## config.mk

```make
export PLATFORM = sky130hd
export DESIGN_NAME = cellrx_irq_regs
export DESIGN_NICKNAME = d
export VERILOG_FILES = /design/src/rtl/cellrx_irq_pkg.sv /design/src/rtl/cellrx_sticky_bit.sv /design/src/rtl/cellrx_delin_track.sv /design/src/rtl/cellrx_reg_port.sv /design/src/rtl/cellrx_irq_regs.sv
export SDC_FILE = /design/constraint.sdc
export NUM_CORES = 1
export LEC_CHECK = 0
export BUFFER_PORTS_ARGS = -buffer_cell sky130_fd_sc_hd__buf_2
export CORE_MARGIN = 5
export CORE_UTILIZATION = 42
export CTS_CLUSTER_DIAMETER = 30
export DETAILED_ROUTE_END_ITERATION = 10
export PLACE_DENSITY_LB_ADDON = 0.3
export SLEW_MARGIN = 15
export SYNTH_ARGS = -nofsm -noshare
export SYNTH_HDL_FRONTEND = slang
export SYNTH_SLANG_ARGS = --single-unit
```

## constraint.sdc

```tcl
create_clock -name clk -period 1 [get_ports clk]
set_clock_uncertainty 0.05 [all_clocks]
set_input_delay 0 -clock clk [delete_from_list [all_inputs] [get_ports clk]]
set_output_delay 0 -clock clk [all_outputs]
set_load 0.02 [all_outputs]
```

## src/rtl/cellrx_irq_pkg.sv

```systemverilog
package cellrx_irq_pkg;

   typedef enum logic [1:0] {
      DS_HUNT    = 2'b00,
      DS_PRESYNC = 2'b01,
      DS_SYNC    = 2'b10,
      DS_RSVD    = 2'b11
   } delin_state_e;

   localparam int unsigned EVT_HDR   = 0;
   localparam int unsigned EVT_DELIN = 1;
   localparam int unsigned EVT_MCELL = 2;
   localparam int unsigned NUM_EVT   = 3;

endpackage

```

## src/rtl/cellrx_sticky_bit.sv

```systemverilog
module cellrx_sticky_bit (
   input  logic clk,
   input  logic rst_n,
   input  logic evt_i,
   input  logic clr_i,
   input  logic en_i,
   output logic bit_o,
   output logic req_o
);

   logic bit_q;

   // Event has priority over clear so a coincident event survives the read.
   always_ff @(posedge clk) begin
      if (!rst_n)      bit_q <= 1'b0;
      else if (evt_i)  bit_q <= 1'b1;
      else if (clr_i)  bit_q <= 1'b0;
   end

   assign bit_o = bit_q;
   assign req_o = bit_q & en_i;

   AST_EVT_SETS:  assert property (@(posedge clk) disable iff (!rst_n) evt_i |=> bit_o);
   AST_RD_CLEARS: assert property (@(posedge clk) disable iff (!rst_n) (clr_i && !evt_i) |=> !bit_o);
   AST_HOLD_SET:  assert property (@(posedge clk) disable iff (!rst_n) (bit_o && !clr_i) |=> bit_o);

endmodule

```

## src/rtl/cellrx_delin_track.sv

```systemverilog
module cellrx_delin_track
   import cellrx_irq_pkg::*;
#(
   parameter bit LOD_RESET = 1'b1
) (
   input  logic       clk,
   input  logic       rst_n,
   input  logic [1:0] state_i,
   output logic       lod_o,
   output logic       chg_o
);

   delin_state_e prev_q;
   delin_state_e cur;
   logic         lost;
   logic         found;
   logic         lod_q;

   assign cur   = delin_state_e'(state_i);
   assign lost  = (prev_q == DS_SYNC)    && (cur == DS_HUNT);
   assign found = (prev_q == DS_PRESYNC) && (cur == DS_SYNC);
   assign chg_o = lost | found;

   always_ff @(posedge clk) begin
      if (!rst_n) begin
         prev_q <= DS_HUNT;
         lod_q  <= LOD_RESET;
      end else begin
         prev_q <= cur;
         if (lost)       lod_q <= 1'b1;
         else if (found) lod_q <= 1'b0;
      end
   end

   assign lod_o = lod_q;

   AST_LOD_RISE:   assert property (@(posedge clk) disable iff (!rst_n)
                      (prev_q == DS_SYNC && state_i == 2'b00) |=> lod_o);
   AST_LOD_FALL:   assert property (@(posedge clk) disable iff (!rst_n)
                      (prev_q == DS_PRESYNC && state_i == 2'b10) |=> !lod_o);
   AST_LOD_STABLE: assert property (@(posedge clk) disable iff (!rst_n)
                      !chg_o |=> $stable(lod_o));

endmodule

```

## src/rtl/cellrx_reg_port.sv

```systemverilog
module cellrx_reg_port #(
   parameter int unsigned ADDR_W        = 4,
   parameter int unsigned DATA_W        = 8,
   parameter int unsigned NUM_EVT       = 3,
   parameter int unsigned STAT_ADDR     = 0,
   parameter int unsigned MASK_ADDR     = 1,
   parameter int unsigned LIVE_ADDR     = 2,
   parameter int unsigned LOD_BIT       = 7,
   parameter bit          RD_REGISTERED = 1'b1,
   parameter logic [NUM_EVT-1:0] MASK_RESET = '0
) (
   input  logic               clk,
   input  logic               rst_n,
   input  logic               rd_en_i,
   input  logic [ADDR_W-1:0]  rd_addr_i,
   input  logic               wr_en_i,
   input  logic [ADDR_W-1:0]  wr_addr_i,
   input  logic [DATA_W-1:0]  wr_data_i,
   input  logic [NUM_EVT-1:0] stat_i,
   input  logic               lod_i,
   output logic [NUM_EVT-1:0] mask_o,
   output logic               stat_clr_o,
   output logic [DATA_W-1:0]  rd_data_o
);

   localparam logic [ADDR_W-1:0] A_STAT = ADDR_W'(STAT_ADDR);
   localparam logic [ADDR_W-1:0] A_MASK = ADDR_W'(MASK_ADDR);
   localparam logic [ADDR_W-1:0] A_LIVE = ADDR_W'(LIVE_ADDR);

   if (DATA_W < NUM_EVT || LOD_BIT >= DATA_W) begin : g_bad_width
      $error("cellrx_reg_port: data width too small for fields");
   end
   if (STAT_ADDR == MASK_ADDR || STAT_ADDR == LIVE_ADDR || MASK_ADDR == LIVE_ADDR) begin : g_bad_map
      $error("cellrx_reg_port: register addresses must differ");
   end
   if (STAT_ADDR >= (1 << ADDR_W) || MASK_ADDR >= (1 << ADDR_W) || LIVE_ADDR >= (1 << ADDR_W)) begin : g_bad_addr
      $error("cellrx_reg_port: address outside decode range");
   end

   logic [NUM_EVT-1:0] mask_q;
   logic [DATA_W-1:0]  rd_mux;
   logic               hit_mask_wr;
   logic               rd_mapped;
   logic               unused_wr_hi;

   assign hit_mask_wr  = wr_en_i && (wr_addr_i == A_MASK);
   assign stat_clr_o   = rd_en_i && (rd_addr_i == A_STAT);
   assign rd_mapped    = (rd_addr_i == A_STAT) || (rd_addr_i == A_MASK) || (rd_addr_i == A_LIVE);
   assign unused_wr_hi = ^wr_data_i;

   always_ff @(posedge clk) begin
      if (!rst_n)           mask_q <= MASK_RESET;
      else if (hit_mask_wr) mask_q <= wr_data_i[NUM_EVT-1:0];
   end
   assign mask_o = mask_q;

   always_comb begin
      rd_mux = '0;
      if (rd_addr_i == A_STAT)      rd_mux[NUM_EVT-1:0] = stat_i;
      else if (rd_addr_i == A_MASK) rd_mux[NUM_EVT-1:0] = mask_q;
      else if (rd_addr_i == A_LIVE) rd_mux[LOD_BIT]     = lod_i;
   end

   if (RD_REGISTERED) begin : g_rd_reg
      logic [DATA_W-1:0] rd_q;
      always_ff @(posedge clk) begin
         if (!rst_n)       rd_q <= '0;
         else if (rd_en_i) rd_q <= rd_mux;
      end
      assign rd_data_o = rd_q;

      AST_UNMAPPED_ZERO: assert property (@(posedge clk) disable iff (!rst_n)
                            (rd_en_i && !rd_mapped) |=> (rd_data_o == '0));
   end else begin : g_rd_comb
      assign rd_data_o = rd_en_i ? rd_mux : '0;
   end

   AST_MASK_HOLD: assert property (@(posedge clk) disable iff (!rst_n)
                     !hit_mask_wr |=> $stable(mask_o));

endmodule

```

## src/rtl/cellrx_irq_regs.sv

```systemverilog
module cellrx_irq_regs
   import cellrx_irq_pkg::*;
#(
   parameter int unsigned ADDR_W        = 4,
   parameter int unsigned DATA_W        = 8,
   parameter int unsigned STAT_ADDR     = 0,
   parameter int unsigned MASK_ADDR     = 1,
   parameter int unsigned LIVE_ADDR     = 2,
   parameter int unsigned LOD_BIT       = 7,
   parameter bit          RD_REGISTERED = 1'b1
) (
   input  logic              clk,
   input  logic              rst_n,
   input  logic              hdr_err_i,
   input  logic              mcell_i,
   input  logic [1:0]        delin_state_i,
   input  logic              rd_en_i,
   input  logic [ADDR_W-1:0] rd_addr_i,
   input  logic              wr_en_i,
   input  logic [ADDR_W-1:0] wr_addr_i,
   input  logic [DATA_W-1:0] wr_data_i,
   output logic [DATA_W-1:0] rd_data_o,
   output logic              lod_o,
   output logic              irq_o
);

   logic [NUM_EVT-1:0] evt;
   logic [NUM_EVT-1:0] stat;
   logic [NUM_EVT-1:0] mask;
   logic [NUM_EVT-1:0] req;
   logic               delin_chg;
   logic               stat_clr;

   cellrx_delin_track #(.LOD_RESET(1'b1)) u_delin (
      .clk     (clk),
      .rst_n   (rst_n),
      .state_i (delin_state_i),
      .lod_o   (lod_o),
      .chg_o   (delin_chg)
   );

   assign evt[EVT_HDR]   = hdr_err_i;
   assign evt[EVT_DELIN] = delin_chg;
   assign evt[EVT_MCELL] = mcell_i;

   for (genvar i = 0; i < NUM_EVT; i++) begin : g_bit
      cellrx_sticky_bit u_bit (
         .clk   (clk),
         .rst_n (rst_n),
         .evt_i (evt[i]),
         .clr_i (stat_clr),
         .en_i  (mask[i]),
         .bit_o (stat[i]),
         .req_o (req[i])
      );
   end

   cellrx_reg_port #(
      .ADDR_W        (ADDR_W),
      .DATA_W        (DATA_W),
      .NUM_EVT       (NUM_EVT),
      .STAT_ADDR     (STAT_ADDR),
      .MASK_ADDR     (MASK_ADDR),
      .LIVE_ADDR     (LIVE_ADDR),
      .LOD_BIT       (LOD_BIT),
      .RD_REGISTERED (RD_REGISTERED),
      .MASK_RESET    ('0)
   ) u_port (
      .clk        (clk),
      .rst_n      (rst_n),
      .rd_en_i    (rd_en_i),
      .rd_addr_i  (rd_addr_i),
      .wr_en_i    (wr_en_i),
      .wr_addr_i  (wr_addr_i),
      .wr_data_i  (wr_data_i),
      .stat_i     (stat),
      .lod_i      (lod_o),
      .mask_o     (mask),
      .stat_clr_o (stat_clr),
      .rd_data_o  (rd_data_o)
   );

   assign irq_o = |req;

   AST_IRQ_HAS_SRC: assert property (@(posedge clk) disable iff (!rst_n)
                       irq_o |-> ((stat & mask) != '0));
   AST_HDR_LATCH:   assert property (@(posedge clk) disable iff (!rst_n)
                       hdr_err_i |=> stat[EVT_HDR]);
   AST_MCELL_LATCH: assert property (@(posedge clk) disable iff (!rst_n)
                       mcell_i |=> stat[EVT_MCELL]);

endmodule

```

==> reports/qor.txt, run 1 <==
starting DRC count in detailed routing -> 13
antenna violations before repair -> 0
final core occ -> 0.6571
Inserted Clock Buffers -> 3
Worst Hold Path Cells -> 3
Placer Congestion -> 0.7829
Hold Crit Class -> input pin to flop
via count -> 620
worst vdd ir -> 907.2 uV
CTS Sinks -> 13
DIE WIDTH -> 48.29 um
total global routing overflow -> 0
die area -> 0.002331 mm^2
number of synthesized register bits -> 13
Die Y -> 48.29 um
vias per cell -> 5.041
area grow syn2layout -> 44.11%
GR Util met1 -> 0.1489
met3 GRT Util -> 0.03321
clock latency on the worst-skew pair -> 270 ps
clock buffer depth -> 2
Unique masters post-synth -> 25
layout cells sized above 1 -> 0.3519
Worst Reg-to-Reg Cells -> 3
CP Capture Type -> primary output
post-route cell area -> 887.1 um^2
std cell rows -> 13
Critical Path RT -> 950 ps
Synth Warn # -> 0
clk slew on worst S/H paths -> 80 ps
Final Power -> 0.001046 W
Seq/Total Area, Yosys -> 0.4228
WS Path Type -> flop to primary output
area share of the leading cell type in the synthesized netlist -> 0.4228
failing checks -> setup timing
highest clock rate -> 830.7 MHz
RSZ-0062 raised after global routing -> true
Final Net Count -> 133
DR pass1 iterations -> 4
Pwr Density -> 1179 mW/mm^2
WP data arrival -> 1150 ps
final setup fails -> 1
Lkg Pwr -> 0.4238 nW
Final Hold Vio Count -> 0
DR DRC count -> 0
met2 usage in global routing -> 0.2630
Buf/Inv on CP -> 2
critical path peak fanout -> 2
CTS tree -> built
WL final -> 1.518 mm
htree depth -> 1
synthesized area -> 615.6 um^2
max_cap viols -> 0
pre-CTS setup slack -> 89.74 ps
Critical Path, Cell by Cell -> a222oi_1, inv_1, buf_6
io pins -> 34
CP max stage delay -> 330 ps
Slew Viols, Final -> 0
CTS root buffer -> clkbuf_4
largest net degree at the start of global routing -> 16
Antenna diodes -> 0
largest area contributor in the netlist -> dfxtp_1
vias in the first global route -> 543
Total GRT Usage -> 0.1443
CP startpoint kind -> flop
status -> finished, violations left
average size of a mapped cell -> 8.670 um^2
GRT Max-Usage Layer -> met2
first-pass GRT wire length -> 2.228 mm
post-route ant nets -> 0
floorplan core area -> 0.001350 mm^2
crit-path leading delay family -> compound AO/OA/AOI/OAI gates
Cell Area, Placed -> 718.2 um^2
Final Cycle Share -> 1.204
WP depth -> 3
fin crit period -> 1204 ps
crit path max-delay cell type -> a222oi_1
Area contributors post-synth -> dfxtp_1, nand2_1, mux2i_1
final hold slack -> 84.97 ps
wire per inst -> 12.34 um
Starting Density -> 0.4560
Syn Inst Count -> 71
Port-buffer cells -> 24
DP HPWL -> 1.017 mm
setup ws final -> -203.8 ps
-- state kept, by name, summed over array words and instances, names as in the netlist --
| register | count |
|---|---|
| g_bit.u_bit.bit_o | 3 |
| u_delin.lod_o | 1 |
| u_delin.prev_q | 2 |
| u_port.mask_o | 3 |
| u_port.rd_data_o | 4 |
-- Yosys cell counts --
cell	count
nor2b_1	1
a21oi_1	3
nand3b_1	1
buf_2	2
and3b_1	3
and4b_1	1
nand2_1	14
nor3b_1	1
and2_1	2
conb_1	1
a32oi_1	3
nor3_1	1
a222oi_1	1
buf_6	2
o32ai_1	1
nor2_1	3
buf_4	4
nand3_1	3
dfxtp_1	13
inv_1	2
mux2i_1	3
nand4_1	1
nor3_2	1
o21ai_1	3
nand2b_1	1
-- metrics by stage --
step | setup TNS (ps) | instances
after global placement | 0 | 107
final | -203.8 | 123
after floorplan | 0 | 74
after CTS | -219.3 | 123
after detailed placement | 0 | 107
after global routing | -280.7 | 123
-- layout make-up --
| class | instances | area [um^2] |
|---|---|---|
| Sequential cell | 13 | 265.3 |
| Tap cell | 15 | 18.77 |
| Fill cell | 113 | 462.9 |
| Multi-Input combinational cell | 51 | 307.8 |
| Timing Repair Buffer | 38 | 261.5 |
| Inverter | 2 | 7.507 |
| Clock buffer | 4 | 26.28 |
-- cell families (layout without fill, tap and decap cells) --
family	Yosys count	after routing	synth area share
AOI/OAI and AO/OA	11	11	0.1219
buffers and inverters	10	44	0.1138
DFF	13	13	0.4228
muxes	3	3	0.04878
other	1	4	0.006092
and+or+nand+nor	33	33	0.2866
-- cell usage in the layout, fill, tap and decap left out, drive strengths merged, types with 3 or more instances in the layout --
master	Yosys	routed
nand3	3	3
nor2	3	3
dfxtp	13	13
clkbuf	0	4
and3b	3	3
mux2i	3	3
buf	8	27
nand2	14	14
a21oi	3	3
dlygate4sd3	0	11
a32oi	3	3
conb	1	4
o21ai	3	3
-- worst min-delay path: cells and delay by family --
kind | cells | cell delay (ps)
AO/OA/AOI/OAI | 1 | 70
buffers and inverters | 2 | 300
-- metal layers --
layer | vias to the layer above | part of all wire
met2 | 23 | 0.52
met5 | - | 0
met3 | 2 | 0.067
met4 | 0 | 0.0099
met1 | 283 | 0.40
li1 | 312 | -
-- timing repair --
action | CTS | global route
endpoints found under the hold margin | 13 | 0
hold buffers | 11 | 0
buffers inserted | 1 | 0
setup endpoints to repair | 1 | 5
pin swaps | 1 | 0
gates resized for setup | 4 | 6
-- where the power goes --
| group | internal [W] | switching, W | leakage [nW] |
|---|---|---|---|
| combinational | 0.0000902 | 0.0000794 | 0.301 |
| sequential | 0.000539 | 0.0000175 | 0.108 |
| clock | 0.000154 | 0.000166 | 0.0150 |
| total | 0.000784 | 0.000263 | 0.424 |
-- worst paths after layout --
kind | from | to | slack (ps)
hold / removal | rst_n | u_delin.lod_o$_SDFFE_PP1P_ | 80
setup reg to reg | u_delin.prev_q[1]$_SDFF_PN0_ | g_bit[1].u_bit.bit_o$_SDFFE_PN0P_ | 80
hold reg to reg | u_port.rd_data_o[1]$_SDFFE_PN0P_ | u_port.rd_data_o[1]$_SDFFE_PN0P_ | 410
setup / recovery | u_port.mask_o[0]$_SDFFE_PN0P_ | irq_o | -200
Power figures use the tool's default switching activity.
==> run 2: changes to the inputs <==
--- a/config.mk
+++ b/config.mk
@@ -5,9 +5,10 @@
 export SDC_FILE = /design/constraint.sdc
 export NUM_CORES = 1
 export LEC_CHECK = 0
+export ABC_AREA = 1
 export BUFFER_PORTS_ARGS = -buffer_cell sky130_fd_sc_hd__buf_2
 export CORE_MARGIN = 5
-export CORE_UTILIZATION = 42
+export CORE_UTILIZATION = 30
 export CTS_CLUSTER_DIAMETER = 30
 export DETAILED_ROUTE_END_ITERATION = 10
 export PLACE_DENSITY_LB_ADDON = 0.3
==> run 2 against run 1 <==
Net effect:
- wire length is 12% lower
- the flow finishes with violations (hold timing)
- synthesized cell count is 35% higher
- flip-flop and latch count stayed put
- first-iteration DRC count is 54% lower
- count of clock-buffer cells in the layout stayed put
- largest power group unchanged
==> reports/qor.txt, run 2 <==
Critical Path RT -> 1150 ps
die area -> 0.003084 mm^2
crit path launch -> u_delin.prev_q[0]$_SDFF_PN0_
Lkg Pwr -> 0.4905 nW
Antenna diodes -> 0
DR DRC count -> 0
max_cap viols -> 0
largest net degree at the start of global routing -> 9
Seq/Total Area, Yosys -> 0.4185
DP HPWL -> 1.023 mm
WP data arrival -> 1110 ps
Starting Density -> 0.3170
Synth Warn # -> 0
starting DRC count in detailed routing -> 6
Main synth FF type -> dfxtp_1
final hold slack -> -4.764 ps
most common cell after layout, fill and taps aside -> nor2_1
Port-buffer cells -> 24
total global routing overflow -> 0
status -> finished, violations left
Final Cycle Share -> 0.9523
fraction of registers with async set/reset -> 0
Buf/Inv on CP -> 0
htree depth -> 1
worst vdd ir -> 469.4 uV
Area contributors post-synth -> dfxtp_1, nor2_1, nand2_1
floorplan core area -> 0.001962 mm^2
GR Util met1 -> 0.1007
most frequent cell after synthesis -> nor2_1
Inserted Clock Buffers -> 3
crit-path leading delay family -> simple AND/OR/NAND/NOR gates
clk slew on worst S/H paths -> 80 ps
Hold Crit Class -> input pin to flop
Final Power -> 0.001028 W
highest clock rate -> 1050 MHz
via count -> 642
met3 GRT Util -> 0.03030
Total GRT Usage -> 0.09519
Die Y -> 55.53 um
largest area contributor in the netlist -> dfxtp_1
failing checks -> hold timing
post-route cell area -> 910.9 um^2
critical path peak fanout -> 2
crit path max-delay cell type -> dfxtp_2
number of synthesized register bits -> 13
DR pass1 iterations -> 4
Cell Area, Placed -> 757.0 um^2
Critical Path, Cell by Cell -> or2_0, nor2_1, nor2_1, a21oi_1
vias per cell -> 4.013
average size of a mapped cell -> 6.478 um^2
final setup fails -> 0
Largest register FFs -> 4
Post-synth top cells -> nor2_1, nand2_1, inv_1
vias in the first global route -> 592
WL final -> 1.329 mm
clock latency on the worst-skew pair -> 270 ps
RSZ-0062 raised after global routing -> true
Placer Congestion -> 0.7614
CP Capture Type -> flop
first-pass GRT wire length -> 2.304 mm
Unique masters post-synth -> 14
EDFF count, synth -> 0
fin crit period -> 952.3 ps
Final Net Count -> 158
std cell rows -> 16
DIE WIDTH -> 55.53 um
wire per inst -> 8.306 um
clock buffer depth -> 2
Final Hold Vio Count -> 1
antenna violations before repair -> 0
met2 usage in global routing -> 0.1554
CP max stage delay -> 320 ps
layout cells sized above 1 -> 0.2782
Most common cell on crit path -> nor2_1
GRT Max-Usage Layer -> met2
Syn Inst Count -> 96
Slew Viols, Final -> 0
CTS tree -> built
area grow syn2layout -> 46.48%
synthesized area -> 621.8 um^2
post-route ant nets -> 0
CTS root buffer -> clkbuf_4
area share of the leading cell type in the synthesized netlist -> 0.4185
Pwr Density -> 1129 mW/mm^2
Setup Buffers After CTS -> 0
CTS Sinks -> 13
hold_sp -> delin_state_i[1]
WS Path Type -> flop to flop
most frequent cells in the layout -> nor2_1, buf_2, nand2_1
io pins -> 34
CP startpoint kind -> flop
worst r2r src -> u_delin.prev_q[0]$_SDFF_PN0_
## run 2: changes by cell type in the layout (fill, tap and decap cells not counted), moves of 2 or more
cell / previous run / this run
inv_1: 2 / 14
nand2_1: 14 / 20
o21ai_1: 3 / 0
a32oi_1: 3 / 0
a21oi_1: 2 / 4
nand3_2: 0 / 2
buf_4: 4 / 0
dfxtp_1: 9 / 6
mux2i_1: 3 / 0
o21ai_0: 0 / 4
and3b_1: 3 / 0
dfxtp_2: 4 / 7
nor2_1: 2 / 26
and2_1: 2 / 0
## run 2: kinds of logic (layout without fill, tap and decap cells)
logic type / after synthesis / after routing / share of synthesized area
AO/OA/AOI/OAI: 8 / 8 / 0.06439
buffers and inverters: 19 / 53 / 0.1388
flip-flops: 13 / 13 / 0.4185
other: 1 / 4 / 0.006030
AND/OR/NAND/NOR: 55 / 55 / 0.3722
## run 2: path summary, 6_finish.rpt
kind / to / slack [ps] / cells past startpoint
worst max-delay path: g_bit[1].u_bit.bit_o$_SDFFE_PN0P_ / 50 / 4
worst min-delay path: u_delin.prev_q[1]$_SDFF_PN0_ / -5 / 3
worst max register to register: g_bit[1].u_bit.bit_o$_SDFFE_PN0P_ / 50 / 4
worst min register to register: u_port.rd_data_o[7]$_SDFFE_PN0P_ / 410 / 2
## run 2: area by class of cell
cell class / count / area (um^2)
Clock buffer: 4 / 26.28
Multi-Input combinational cell: 67 / 291.5
Inverter: 15 / 56.30
Sequential cell: 13 / 269.0
Fill cell: 220 / 1051
Timing Repair Buffer: 34 / 234.0
Tap cell: 27 / 33.78
## run 2: stage by stage
stage | TNS (ps) | utilization | worst slack (ps) | hold slack, ps | std cells
after CTS | 0 | 0.4566 | 2.379 | 19.84 | 161
final | 0 | 0.4643 | 47.69 | -4.764 | 160
after floorplan | 0 | - | 143.5 | 43.45 | 99
after global routing | -14.77 | 0.4643 | -14.77 | 9.398 | 160
after global placement | 0 | 0.3858 | 118.2 | 144.8 | 146
after detailed placement | 0 | 0.3858 | 93.90 | 150.5 | 146
## run 2: where the power goes
group,switching (W),total [W],internal [W]
clock,0.000169,0.000323,0.000155
sequential,0.0000110,0.000548,0.000537
combinational,0.0000787,0.000157,0.0000781
total,0.000258,0.00103,0.000770
## run 2: tightest hold or removal path, stage by stage
cell            delay (ps)
dlymetal6s4s_1         190
nand2_1                 60
inv_1                   40
## run 2: what timing repair did
item,4_1_cts,5_1_grt
gates resized for setup,1,10
hold endpoints to repair,8,0
cloned,0,0
hold buffers,11,0
endpoints found under the setup margin,1,2
pin swaps,0,4
## run 2: metal layers
metal,vias to the layer above,part of all wire
li1,355,-
met3,2,0.088
met2,25,0.45
met5,-,0
met4,0,0.016
met1,260,0.44
